$ cat config.mk
export PLATFORM = sky130hd
export DESIGN_NAME = irq_arbiter
export DESIGN_NICKNAME = d
export VERILOG_FILES = /design/src/rtl/irq_arbiter.sv
export SDC_FILE = /design/constraint.sdc
export NUM_CORES = 1
export LEC_CHECK = 0
export CORE_MARGIN = 2
export CORE_UTILIZATION = 40
export CTS_BUF_LIST = sky130_fd_sc_hd__clkbuf_4
export CTS_CLUSTER_DIAMETER = 60
export DETAILED_ROUTE_END_ITERATION = 8
export MAX_ROUTING_LAYER = met4
export PLACE_DENSITY = 0.75
export SYNTH_ARGS = -nofsm -noshare
export SYNTH_HDL_FRONTEND = slang
export SYNTH_SLANG_ARGS = --single-unit
$ cat constraint.sdc
create_clock -name clk -period 3.7 [get_ports clk]
set_clock_uncertainty 0.1 [all_clocks]
set_input_delay 1.11 -clock clk [delete_from_list [all_inputs] [get_ports clk]]
set_output_delay 1.11 -clock clk [all_outputs]
set_load 0.03 [all_outputs]
$ cat src/rtl/irq_arbiter.sv
module irq_arbiter (
  input  logic        clk,
  input  logic        rst_n,
  input  logic        busrq_n,
  input  logic        nmi_n,
  input  logic        int_n,
  input  logic        mcycle_end,
  input  logic        instr_end,
  input  logic        ie_set,
  input  logic        ie_clr,
  input  logic        mode_wr,
  input  logic [1:0]  mode_in,
  input  logic        ireg_wr,
  input  logic [7:0]  ireg_in,
  input  logic [7:0]  data_in,
  output logic        busack_n,
  output logic        bus_hiz,
  output logic        svc_start,
  output logic        svc_nmi,
  output logic        exec_op,
  output logic [15:0] vec_addr
);
  logic [1:0] rst_hist;
  logic       rst_eff;
  logic       granted, grant_now, take_ok, take_nmi, take_int;
  logic       nmi_q, nmi_pend, nmi_edge;
  logic       ie_q;
  logic [1:0] mode_q;
  logic [7:0] ireg_q;

  always_ff @(posedge clk) rst_hist <= {rst_hist[0], ~rst_n};
  assign rst_eff = ~rst_n & rst_hist[1] & rst_hist[0];

  assign grant_now = ~granted & ~busrq_n & mcycle_end;
  assign take_ok   = instr_end & ~granted & ~grant_now;
  assign take_nmi  = take_ok & nmi_pend;
  assign take_int  = take_ok & ~nmi_pend & ~int_n & ie_q;
  assign nmi_edge  = nmi_q & ~nmi_n;

  always_ff @(posedge clk) begin
    if (rst_eff) begin
      granted  <= 1'b0;
      nmi_q    <= 1'b1;
      nmi_pend <= 1'b0;
      ie_q     <= 1'b0;
      mode_q   <= 2'b00;
      ireg_q   <= 8'h00;
    end else begin
      granted  <= granted ? ~busrq_n : grant_now;
      nmi_q    <= nmi_n;
      nmi_pend <= (nmi_pend & ~take_nmi) | nmi_edge;
      if (take_nmi | take_int) ie_q <= 1'b0;
      else if (ie_clr)         ie_q <= 1'b0;
      else if (ie_set)         ie_q <= 1'b1;
      if (mode_wr) mode_q <= mode_in;
      if (ireg_wr) ireg_q <= ireg_in;
    end
  end

  always_ff @(posedge clk) begin
    if (rst_eff) begin
      svc_start <= 1'b0;
      svc_nmi   <= 1'b0;
      exec_op   <= 1'b0;
      vec_addr  <= 16'h0000;
    end else begin
      svc_start <= take_nmi | take_int;
      if (take_nmi) begin
        svc_nmi  <= 1'b1;
        exec_op  <= 1'b0;
        vec_addr <= 16'h0066;
      end else if (take_int) begin
        svc_nmi <= 1'b0;
        exec_op <= (mode_q == 2'b00);
        case (mode_q)
          2'b00:   vec_addr <= {8'h00, data_in};
          2'b10:   vec_addr <= {ireg_q, data_in};
          default: vec_addr <= 16'h0038;
        endcase
      end
    end
  end

  assign busack_n = ~granted;
  assign bus_hiz  = granted;
endmodule


==> impl_metrics.sql <==
INSERT INTO impl_metrics (metric_group, metric, value, unit) VALUES
('global_route', 'largest_net_degree_at_the_start_of_global_routing', '16', ''),
('logic_synthesis', 'ys_async_sr_fraction', '0', ''),
('detailed_routing', 'first_pass_iters', '4', ''),
('worst_setup_path', 'worst-path-max-fanout', '4', ''),
('detailed_routing', 'drc', '0', ''),
('worst_setup_path', 'timing.reg2reg.setup_slack', '2130', 'ps'),
('timing', 'timing.final.crit_share', '0.7237', ''),
('worst_setup_path', 'worstReg2RegStart', 'rst_hist[0]', ''),
('power', 'clock_power_share', '0.249', ''),
('clocking', 'worst_skew_pair.late_latency', '330', 'ps'),
('clocking', 'cts_max_level', '2', ''),
('final_layout', 'area_added_between_synthesis_and_finish', '46.05', '%'),
('clocking', 'post_cts_hold_buffer_count', '0', ''),
('timing', 'final_period_minus_worst_setup_slack', '2678', 'ps'),
('clocking', 'cts.sink_count', '35', ''),
('logic_synthesis', 'synthesis.area', '1266', 'µm²'),
('logic_synthesis', 'number_of_synthesized_register_bits', '35', ''),
('clocking', 'cts_buffers', '5', ''),
('floorplanning', 'die_y', '60.27', 'µm'),
('hold_path', 'holdPathStages', '0', ''),
('timing', 'timing_max_transition_violations_final', '0', ''),
('detailed_routing', 'drt.antenna.violating_nets', '0', ''),
('worst_setup_path', 'worst-path-buf-inv', '1', ''),
('power', 'p_int', '0.0005829', 'W'),
('floorplanning', 'chipWidth', '60.27', 'µm'),
('detailed_routing', 'routed_via_density', '4.761', ''),
('placement', 'dpl_cell_area', '1792', 'µm²'),
('power', 'vdd_drop_max', '272.5', 'µV'),
('floorplanning', 'placeableCoreArea', '3028', 'µm²'),
('hold_path', 'worstHoldStart', 'rst_hist[0]', ''),
('worst_setup_path', 'startpoint_type', 'flip-flop', ''),
('timing', 'worst-slew-pin-transition', '648.9', 'ps'),
('logic_synthesis', 'synthesized_instance_count', '116', ''),
('floorplanning', 'ioPinCount', '50', ''),
('clocking', 'cts_resized', '0', ''),
('logic_synthesis', 'synth_edf_count', '0', ''),
('worst_setup_path', 'critPathMaxStageDelay', '700', 'ps'),
('worst_setup_path', 'r2r.worst_path.cells', '4', ''),
('timing', 'endpoints_failing_hold', '0', ''),
('global_route', 'grt_pass1_vias', '995', ''),
('timing', 'worst_slew_margin_rel', '0.5669', ''),
('worst_setup_path', 'family_with_the_most_delay_on_the_worst_path', 'buffers and inverters', ''),
('clocking', 'clkSlewWorstSetupHoldPaths', '100', 'ps'),
('placement', 'detailed_place_hpwl', '1989', 'µm'),
('logic_synthesis', 'synth.yosys.warnings', '0', ''),
('logic_synthesis', 'synth_top_cell_by_area', 'sky130_fd_sc_hd__dfxtp_1', ''),
('worst_setup_path', 'timing.setup.critical_path_class', 'reg -> out', ''),
('global_route', 'overflow', '0', ''),
('power', 'power.density', '439.8', 'nW/µm²'),
('power', 'comb_power_frac', '0.216', ''),
('floorplanning', 'placement_rows', '20', ''),
('worst_setup_path', 'timing.critical_path.to_type', 'output pin', ''),
('worst_setup_path', 'path_cells', 'clkdlybuf4s50_1', ''),
('timing', 'number_of_setup_violations_in_the_final_report', '0', ''),
('floorplanning', 'dieArea', '3632', 'µm²'),
('logic_synthesis', 'synth_cell_type_count', '29', ''),
('timing', 'fin_tns_setup', '0', 'ps'),
('worst_setup_path', 'crit_arrival', '1470', 'ps'),
('clocking', 'post_cts.repair.setup_buffers', '0', ''),
('logic_synthesis', 'synth_fp_nets', '145', ''),
('power', 'pwr-share-seq', '0.535', ''),
('global_route', 'grtUsageTotal', '0.1622', ''),
('outcome', 'result_of_the_run', 'complete, no violations', ''),
('timing', 'max_freq', '0.3735', 'GHz'),
('logic_synthesis', 'top_reg_cell_synth', 'sky130_fd_sc_hd__dfxtp_1', ''),
('global_route', 'grt_first_pass_wirelength', '4050', 'µm'),
('clocking', 'clk_root_buffer_cell', 'sky130_fd_sc_hd__clkbuf_4', ''),
('flow_run', 'max_cap_viol_count', '0', ''),
('placement', 'gp_routability_congestion', '0.7951', ''),
('detailed_routing', 'wl_per_cell', '11.89', 'µm'),
('power', 'switching_share', '0.2832', '');
## cell usage after synthesis, drive strengths merged, types with 2 or more instances
library cell,n
o21ai,3
mux2i,10
a22oi,6
nand2b,2
dfxtp,35
a22o,8
nand2,2
inv,5
buf,4
nor2,22
nor2b,4
o2bb2ai,2
## state kept, by name (all words and copies together) (netlist names), 2 cells and up
name,flops
ireg_q,8
rst_hist,2
vec_addr,16
mode_q,2
## layer usage
layer  GRT usage  routed length (µm)  vias to the layer above
li1            -                   -                      514
met1      0.1669                1085                      458
met2      0.2717                1234                       37
met3     0.07359                 181                        5
met4     0.05714                  30                        0
met5           -                   0                        -
## per-stage QoR
stage	std cells	hold slack, ps	utilization	setup WS, ps	power, W
final	213	257.1	0.6107	1022	0.0008133
after global routing	213	274.3	0.6107	965.4	0.0008587
after CTS	213	260.8	0.6107	1001	0.0008250
after detailed placement	205	242.7	0.5917	949.2	0.0006219
after global placement	205	239.0	0.5917	973.8	0.0006164
after floorplan	116	231.1	-	1531	0.0005390
## power by group through the flow
stage                     logic (W)  registers [W]  clock network, W
after global routing       0.000189       0.000440          0.000230
after global placement     0.000173       0.000443                 0
after CTS                  0.000178       0.000436          0.000211
after detailed placement   0.000177       0.000445                 0
final                      0.000175       0.000435          0.000202
after floorplan           0.0000596       0.000479                 0
## layout make-up
class                           instances  area, µm²
Clock inverter                          2      12.51
Tap cell                               44      55.05
Sequential cell                        35      700.7
Timing Repair Buffer                   50      498.0
Inverter                                5      18.77
Multi-Input combinational cell         71      519.2
Fill cell                             268       1179
Clock buffer                            6      45.04
## cells in the final DEF (no fill, tap or decap), types with 2 or more instances in the layout
cell	synthesis	routed
sky130_fd_sc_hd__clkdlybuf4s50_1	0	49
sky130_fd_sc_hd__o2bb2ai_1	2	2
sky130_fd_sc_hd__nand2_1	2	2
sky130_fd_sc_hd__dfxtp_1	35	35
sky130_fd_sc_hd__a22oi_1	6	6
sky130_fd_sc_hd__nor2b_4	2	2
sky130_fd_sc_hd__o21ai_0	3	3
sky130_fd_sc_hd__inv_1	5	5
sky130_fd_sc_hd__clkbuf_4	0	6
sky130_fd_sc_hd__mux2i_1	10	10
sky130_fd_sc_hd__nor2_1	22	21
sky130_fd_sc_hd__a22o_1	8	8
## cells by family (layout without fill, tap and decap cells)
family | after synthesis | after routing | synth area share
flops | 35 | 35 | 0.5534
simple gates | 37 | 37 | 0.1779
compound gates | 24 | 24 | 0.1512
mux | 10 | 10 | 0.07905
buf+inv | 10 | 63 | 0.03853
## how the worst max path moves through the flow
stage / start / endpoint / cells past startpoint
final: bus_hiz / bus_hiz / 1
after global routing: bus_hiz / bus_hiz / 1
after CTS: bus_hiz / bus_hiz / 1
after detailed placement: rst_n / vec_addr[9] / 4
after global placement: rst_n / vec_addr[8] / 4
after floorplan: instr_end / vec_addr[10] / 5
(Power assumes the default switching activity.)
